===== src/rtl/i2c_mon_pkg.sv =====
`timescale 1ns/1ps
package i2c_mon_pkg;
  typedef enum logic [2:0] {
    EV_START   = 3'd0,
    EV_ACK     = 3'd1,
    EV_NAK     = 3'd2,
    EV_SHORT   = 3'd3,
    EV_RESTART = 3'd4,
    EV_EMPTY   = 3'd5,
    EV_STOP    = 3'd6
  } ev_kind_e;
endpackage


===== src/rtl/i2c_glitch_filter.sv =====
`timescale 1ns/1ps
module i2c_glitch_filter #(
  parameter int SYNC_STAGES = 2,
  parameter int FILT_LEN    = 2
) (
  input  logic clk_i,
  input  logic rst_ni,
  input  logic line_i,
  output logic line_o
);
  logic [SYNC_STAGES-1:0] sync_q;
  logic [FILT_LEN-2:0]    hist_q;
  logic [FILT_LEN-1:0]    window;
  logic                   sync_out;

  assign sync_out = sync_q[SYNC_STAGES-1];
  assign window   = {hist_q, sync_out};

  always_ff @(posedge clk_i or negedge rst_ni) begin
    if (!rst_ni) sync_q <= '1;
    else         sync_q <= {sync_q[SYNC_STAGES-2:0], line_i};
  end

  generate
    if (FILT_LEN == 2) begin : g_hist_one
      always_ff @(posedge clk_i or negedge rst_ni) begin
        if (!rst_ni) hist_q <= '1;
        else         hist_q <= sync_out;
      end
    end else begin : g_hist_shift
      always_ff @(posedge clk_i or negedge rst_ni) begin
        if (!rst_ni) hist_q <= '1;
        else         hist_q <= {hist_q[FILT_LEN-3:0], sync_out};
      end
    end
  endgenerate

  // level moves only when the whole window agrees
  always_ff @(posedge clk_i or negedge rst_ni) begin
    if (!rst_ni)          line_o <= 1'b1;
    else if (&window)     line_o <= 1'b1;
    else if (~|window)    line_o <= 1'b0;
  end

  // a filtered change must follow a synchronized level that was already there
  a_r1_settled_change: assert property (@(posedge clk_i) disable iff (!rst_ni)
    !$stable(line_o) |-> $past(sync_out) == line_o);
endmodule


===== src/rtl/i2c_bit_engine.sv =====
`timescale 1ns/1ps
module i2c_bit_engine
  import i2c_mon_pkg::*;
#(
  parameter int DATA_W = 8
) (
  input  logic              clk_i,
  input  logic              rst_ni,
  input  logic              scl_i,
  input  logic              sda_i,
  output logic              push_o,
  output ev_kind_e          kind_o,
  output logic [DATA_W-1:0] data_o
);
  localparam int CNT_W = $clog2(DATA_W + 1);
  localparam logic [CNT_W-1:0] FULL_CNT = CNT_W'(DATA_W);

  logic              scl_q, sda_q;
  logic              in_txn_q, any_bits_q, pend_q, samp_q;
  logic [CNT_W-1:0]  bit_cnt_q;
  logic [DATA_W-1:0] shreg_q;
  logic              def_valid_q;
  ev_kind_e          def_kind_q;

  logic scl_rise, scl_fall, cond_start, cond_stop;

  assign scl_rise   = scl_i & ~scl_q;
  assign scl_fall   = ~scl_i & scl_q;
  assign cond_start = scl_i & scl_q & sda_q & ~sda_i;
  assign cond_stop  = scl_i & scl_q & ~sda_q & sda_i;

  always_comb begin
    push_o = 1'b0;
    kind_o = EV_START;
    data_o = '0;
    if (def_valid_q) begin
      push_o = 1'b1;
      kind_o = def_kind_q;
    end else if (cond_start) begin
      push_o = 1'b1;
      if (!in_txn_q) begin
        kind_o = EV_START;
      end else if (bit_cnt_q != '0) begin
        kind_o = EV_SHORT;
        data_o = shreg_q;
      end else begin
        kind_o = EV_RESTART;
      end
    end else if (cond_stop && in_txn_q) begin
      push_o = 1'b1;
      if (bit_cnt_q != '0) begin
        kind_o = EV_SHORT;
        data_o = shreg_q;
      end else begin
        kind_o = any_bits_q ? EV_STOP : EV_EMPTY;
      end
    end else if (scl_fall && pend_q && in_txn_q && bit_cnt_q == FULL_CNT) begin
      push_o = 1'b1;
      kind_o = samp_q ? EV_NAK : EV_ACK;
      data_o = shreg_q;
    end
  end

  always_ff @(posedge clk_i or negedge rst_ni) begin
    if (!rst_ni) begin
      scl_q       <= 1'b1;
      sda_q       <= 1'b1;
      in_txn_q    <= 1'b0;
      any_bits_q  <= 1'b0;
      pend_q      <= 1'b0;
      samp_q      <= 1'b0;
      bit_cnt_q   <= '0;
      shreg_q     <= '0;
      def_valid_q <= 1'b0;
      def_kind_q  <= EV_STOP;
    end else begin
      scl_q       <= scl_i;
      sda_q       <= sda_i;
      def_valid_q <= 1'b0;
      if (cond_start) begin
        pend_q    <= 1'b0;
        in_txn_q  <= 1'b1;
        bit_cnt_q <= '0;
        shreg_q   <= '0;
        if (!in_txn_q) begin
          any_bits_q <= 1'b0;
        end else if (bit_cnt_q != '0) begin
          def_valid_q <= 1'b1;
          def_kind_q  <= EV_RESTART;
        end
      end else if (cond_stop) begin
        pend_q <= 1'b0;
        if (in_txn_q) begin
          in_txn_q  <= 1'b0;
          bit_cnt_q <= '0;
          shreg_q   <= '0;
          if (bit_cnt_q != '0) begin
            def_valid_q <= 1'b1;
            def_kind_q  <= EV_STOP;
          end
        end
      end else begin
        if (scl_rise && in_txn_q) begin
          pend_q <= 1'b1;
          samp_q <= sda_i;
        end
        if (scl_fall && pend_q) begin
          pend_q     <= 1'b0;
          any_bits_q <= 1'b1;
          if (bit_cnt_q == FULL_CNT) begin
            bit_cnt_q <= '0;
            shreg_q   <= '0;
          end else begin
            bit_cnt_q <= bit_cnt_q + 1'b1;
            shreg_q   <= {shreg_q[DATA_W-2:0], samp_q};
          end
        end
      end
    end
  end

  a_r4_bitcnt_range: assert property (@(posedge clk_i) disable iff (!rst_ni)
    bit_cnt_q <= FULL_CNT);
  a_r3_start_from_idle: assert property (@(posedge clk_i) disable iff (!rst_ni)
    (push_o && kind_o == EV_START) |=> in_txn_q);
  // a short byte is always followed at once by its closing condition
  a_r5_short_follow: assert property (@(posedge clk_i) disable iff (!rst_ni)
    (push_o && kind_o == EV_SHORT) |=> (push_o && (kind_o == EV_STOP || kind_o == EV_RESTART)));
  a_r8_no_event_idle_bits: assert property (@(posedge clk_i) disable iff (!rst_ni)
    !in_txn_q |-> (bit_cnt_q == '0 && !pend_q));
endmodule


===== src/rtl/i2c_event_slot.sv =====
`timescale 1ns/1ps
module i2c_event_slot
  import i2c_mon_pkg::*;
#(
  parameter int DATA_W = 8,
  parameter int DROP_W = 8
) (
  input  logic              clk_i,
  input  logic              rst_ni,
  input  logic              push_i,
  input  ev_kind_e          kind_i,
  input  logic [DATA_W-1:0] data_i,
  input  logic              ready_i,
  output logic              valid_o,
  output ev_kind_e          kind_o,
  output logic [DATA_W-1:0] data_o,
  output logic [DROP_W-1:0] drop_cnt_o
);
  localparam logic [DROP_W-1:0] DROP_MAX = '1;

  logic stalled;
  assign stalled = valid_o & ~ready_i;

  always_ff @(posedge clk_i or negedge rst_ni) begin
    if (!rst_ni) begin
      valid_o    <= 1'b0;
      kind_o     <= EV_START;
      data_o     <= '0;
      drop_cnt_o <= '0;
    end else if (push_i) begin
      if (stalled) begin
        if (drop_cnt_o != DROP_MAX) drop_cnt_o <= drop_cnt_o + 1'b1;
      end else begin
        valid_o <= 1'b1;
        kind_o  <= kind_i;
        data_o  <= data_i;
      end
    end else if (valid_o && ready_i) begin
      valid_o <= 1'b0;
    end
  end

  a_r10_hold: assert property (@(posedge clk_i) disable iff (!rst_ni)
    (valid_o && !ready_i) |=> (valid_o && $stable(kind_o) && $stable(data_o)));
  a_r10_drop_count: assert property (@(posedge clk_i) disable iff (!rst_ni)
    (push_i && valid_o && !ready_i && drop_cnt_o != DROP_MAX) |=> drop_cnt_o == $past(drop_cnt_o) + 1'b1);
  a_r10_drop_monotonic: assert property (@(posedge clk_i) disable iff (!rst_ni)
    (!push_i || !valid_o || ready_i) |=> $stable(drop_cnt_o));
endmodule


===== src/rtl/i2c_event_decoder.sv =====
`timescale 1ns/1ps
module i2c_event_decoder
  import i2c_mon_pkg::*;
#(
  parameter int DATA_W      = 8,
  parameter int DROP_W      = 8,
  parameter int SYNC_STAGES = 2,
  parameter int FILT_LEN    = 2
) (
  input  logic              clk_i,
  input  logic              rst_ni,
  input  logic              scl_i,
  input  logic              sda_i,
  input  logic              evt_ready_i,
  output logic              evt_valid_o,
  output logic [2:0]        evt_kind_o,
  output logic [DATA_W-1:0] evt_data_o,
  output logic [DROP_W-1:0] drop_cnt_o
);
  logic              scl_f, sda_f;
  logic              push;
  ev_kind_e          push_kind, slot_kind;
  logic [DATA_W-1:0] push_data;

  i2c_glitch_filter #(.SYNC_STAGES(SYNC_STAGES), .FILT_LEN(FILT_LEN)) u_scl_filt (
    .clk_i(clk_i), .rst_ni(rst_ni), .line_i(scl_i), .line_o(scl_f));

  i2c_glitch_filter #(.SYNC_STAGES(SYNC_STAGES), .FILT_LEN(FILT_LEN)) u_sda_filt (
    .clk_i(clk_i), .rst_ni(rst_ni), .line_i(sda_i), .line_o(sda_f));

  i2c_bit_engine #(.DATA_W(DATA_W)) u_engine (
    .clk_i(clk_i), .rst_ni(rst_ni), .scl_i(scl_f), .sda_i(sda_f),
    .push_o(push), .kind_o(push_kind), .data_o(push_data));

  i2c_event_slot #(.DATA_W(DATA_W), .DROP_W(DROP_W)) u_slot (
    .clk_i(clk_i), .rst_ni(rst_ni), .push_i(push), .kind_i(push_kind),
    .data_i(push_data), .ready_i(evt_ready_i), .valid_o(evt_valid_o),
    .kind_o(slot_kind), .data_o(evt_data_o), .drop_cnt_o(drop_cnt_o));

  assign evt_kind_o = slot_kind;

  a_r11_kind_legal: assert property (@(posedge clk_i) disable iff (!rst_ni)
    evt_valid_o |-> evt_kind_o <= 3'd6);
endmodule


===== config.mk =====
export PLATFORM = sky130hd
export DESIGN_NAME = i2c_event_decoder
export DESIGN_NICKNAME = d
export VERILOG_FILES = /design/src/rtl/i2c_mon_pkg.sv /design/src/rtl/i2c_glitch_filter.sv /design/src/rtl/i2c_bit_engine.sv /design/src/rtl/i2c_event_slot.sv /design/src/rtl/i2c_event_decoder.sv
export SDC_FILE = /design/constraint.sdc
export NUM_CORES = 1
export LEC_CHECK = 0
export ABC_CLOCK_PERIOD_IN_PS = 3400
export BUFFER_PORTS_ARGS = -buffer_cell sky130_fd_sc_hd__buf_2
export CORE_MARGIN = 1
export CORE_UTILIZATION = 45
export CTS_BUF_LIST = sky130_fd_sc_hd__clkbuf_8
export CTS_CLUSTER_SIZE = 8
export DETAILED_ROUTE_END_ITERATION = 10
export HOLD_SLACK_MARGIN = 0.08
export PLACE_DENSITY = 0.66
export RECOVER_POWER = 50
export SETUP_SLACK_MARGIN = 0.4
export SLEW_MARGIN = 20
export SYNTH_ARGS = -nofsm -noshare
export SYNTH_HDL_FRONTEND = slang
export SYNTH_SLANG_ARGS = --single-unit

===== constraint.sdc =====
create_clock -name clk_i -period 3.4 [get_ports clk_i]
set_clock_uncertainty 0.15 [all_clocks]
set_input_delay 0.17 -clock clk_i [delete_from_list [all_inputs] [get_ports clk_i]]
set_output_delay 0.17 -clock clk_i [all_outputs]
set_load 0.01 [all_outputs]

==> metrics.txt <==
Tightest Pin Transition=roughly 1.1 ns; Die Wd=70.5 µm; DR vias=approximately 1.5k; clk buf depth=2; IO Pins=25; die extent in y=70.5 µm; r2r setup slk=between 1 and 1.5 ns; Ant. Diodes=0; WL/cell=13.1 µm; crit path max-delay cell type=or3b_2; crit path DAT=2.28 ns; synthesized instance count=204; clk_lat worst skew=0.29 ns; hold endpoint=u_sda_filt.sync_q[1]; layout cells sized above 1=0.203; Post-DRT Antenna Nets=0; Crit path buffers/inverters=1; Hold Path Cell Cnt=0; initial drt markers=108; sequential share of the synthesized area=0.576; Core ar.=4440 µm²; root buf cell=clkbuf_8; CP Class=reg -> reg; leak pwr=approximately 1.1 nW; antenna violations before repair=0; crit-path max FO=8; router iterations before antenna repair=7; hold_sp=u_sda_filt.sync_q[0]; Area Growth Syn to Fin=15.1%; met3 usage=0.0447; Worst EP required=3.41 ns; CTS tree=built; Clk pwr share=0.332; Final Hold Viols=0; final-report setup violation count=0; Setup TNS Final=0 ns; synthesis-stage register bit count=48; GRT Util Overall=0.170; yosys warns=0; CP Launch Type=flop; failing checks=DRC; combinational power share=0.122; FMAX=441 MHz; Net Count, Synth=214; Top delay family on crit path=simple AND/OR/NAND/NOR gates; post-CTS sizing=0; Reg clk slew, reported paths=0.08 ns; final design utilization=0.546; cts bufs inserted=5; register area=1210 µm²; row cnt=24; VDD IR max=215 µV; CP max stage delay=0.51 ns; Max Cap Viol=0; clk sinks=48; HPWL after detailed placement=2590 µm; fin crit share=0.667; relative slew slack=0.248; grt total ovfl=0; gpl congestion=0.878; WP depth=7; Pins Over Slew Limit=0; most common cell after layout, fill and taps aside=nand2_1; cts hold-fix bufs=3; Switch Pwr=0.309 mW; final wirelength=around 3800 µm; GR met2 Demand/Resource=0.247; Most Crowded Layer GR=met2; Avg Synthesized Cell Area=10.3 µm²; Starting Density=0.475; switch share=0.257; critical path cell sequence=inv_1 > ha_1 > or3b_2 > nand2_1 > nor3_1 > o21bai_1 > o21ai_0; vias per inst=5.24; # fillers=412; Worst R2R End=u_slot.data_o[0]; PD cells=a little under 500 nW/µm²; R2R cell count=7; buffers inserted by post-CTS timing repair=0; FF-to-FF Start=u_engine.bit_cnt_q[0]; RSZ-0062 raised after global routing=no; Buffers on Ports=24; met1 Use GR=0.243; DRC=6; most frequent cells in the layout=nand2_1, dfrtp_1, o21ai_0; Yosys cell types=34; CP Capture Type=flop; vias in the first global route=1,424; nets=245; multi-input combinational cell area=843 µm²; die footprint=roughly 5000 µm²; first-pass GRT wire length=6570 µm; largest net degree at the start of global routing=about 50; Sequential Power Share=0.545; internal cell power=about 0.90 mW; Hold WC Path Type=reg -> reg; status=finished with violations; Final Critical Period=2.27 ns; Tot Pwr=1.20 mW; H-tree depth=2; synthesized area=2110 µm²
through the flow:
stage	instances	setup WS [ns]	hold slack (ns)	cell area, µm²
after global placement	277	1.23	0.126	2290
after CTS	288	1.12	0.210	2430
after global routing	288	0.916	0.212	2430
after floorplan	204	1.40	-0.276	2110
after detailed placement	277	1.13	0.127	2290
final	288	1.13	0.210	2430
area by class of cell:
type,instances,area share
Clock buffer,5,0.0284
Clock inverter,3,0.0175
Inverter,6,0.00928
Multi-Input combinational cell,144,0.347
Sequential cell,48,0.501
Tap cell,52,0.0268
Timing Repair Buffer,30,0.0701
worst max-delay path by stage:
stage,startpoint,endpoint
2_1_floorplan,u_engine.bit_cnt_q[0],u_slot.drop_cnt_o[1]
3_3_place_gp,u_engine.bit_cnt_q[0],u_slot.data_o[7]
3_5_place_dp,u_engine.bit_cnt_q[0],u_slot.data_o[4]
4_1_cts,u_engine.bit_cnt_q[0],u_slot.data_o[0]
5_1_grt,u_engine.bit_cnt_q[0],u_slot.data_o[3]
6_report,u_engine.bit_cnt_q[0],u_slot.data_o[0]
kinds of logic after synthesis:
logic type	after synthesis	share of synthesized area
compound gates	45	0.129
xor+xnor	8	0.0332
fa+ha+maj	5	0.0297
buf+inv	12	0.0243
flops	48	0.576
mux	4	0.0214
simple gates	82	0.187
power groups by stage:
stage	clock network, mW	logic (mW)	registers, mW
2_1_floorplan	0	0.101	0.663
3_3_place_gp	0	0.142	0.668
3_5_place_dp	0	0.145	0.669
4_1_cts	0.411	0.149	0.659
5_1_grt	0.439	0.170	0.665
6_report	0.401	0.147	0.657
state kept, by name, summed over array words and instances (netlist names), 2 cells and up:
| register | flops |
|---|---|
| u_scl_filt.sync_q | 2 |
| u_slot.data_o | 8 |
| u_sda_filt.sync_q | 2 |
| u_engine.shreg_q | 8 |
| u_slot.drop_cnt_o | 8 |
| u_engine.bit_cnt_q | 4 |
| u_slot.kind_o | 3 |
cells in the mapped netlist:
| library cell | instances | area, µm² |
|---|---|---|
| xor2_1 | 1 | 8.76 |
| and2b_1 | 1 | 7.51 |
| buf_4 | 1 | 7.51 |
| a21o_1 | 2 | 15.0 |
| nand2b_1 | 4 | 25.0 |
| a2bb2oi_1 | 1 | 8.76 |
| o21ba_1 | 1 | 10.0 |
| nand3b_1 | 1 | 7.51 |
| dfstp_2 | 11 | 289 |
| mux2_2 | 4 | 45.0 |
| nand2_2 | 1 | 6.26 |
| or3b_2 | 1 | 8.76 |
| xnor2_1 | 7 | 61.3 |
| nand2_1 | 40 | 150 |
| buf_2 | 2 | 10.0 |
| ha_1 | 5 | 62.6 |
| nand4b_1 | 1 | 8.76 |
| nor3_1 | 2 | 10.0 |
| nand4_1 | 4 | 25.0 |
| a211oi_4 | 1 | 20.0 |
| a31oi_1 | 4 | 25.0 |
| o31ai_1 | 2 | 15.0 |
| o21ai_0 | 24 | 120 |
| o22ai_1 | 2 | 12.5 |
| nand3b_4 | 1 | 20.0 |
| clkbuf_1 | 3 | 11.3 |
| a21oi_1 | 6 | 30.0 |
| nand3_1 | 12 | 60.1 |
| nor2_1 | 9 | 33.8 |
| o21bai_1 | 1 | 7.51 |
| a211oi_1 | 1 | 7.51 |
| dfrtp_1 | 37 | 926 |
| and3_1 | 5 | 31.3 |
| inv_1 | 6 | 22.5 |
metal layers:
layer | part of all wire | vias up
li1 | - | 766
met1 | 0.51 | 701
met2 | 0.44 | 37
met3 | 0.044 | 5
met4 | 0.010 | 0
met5 | 0 | -
Power figures use the tool's default switching activity.
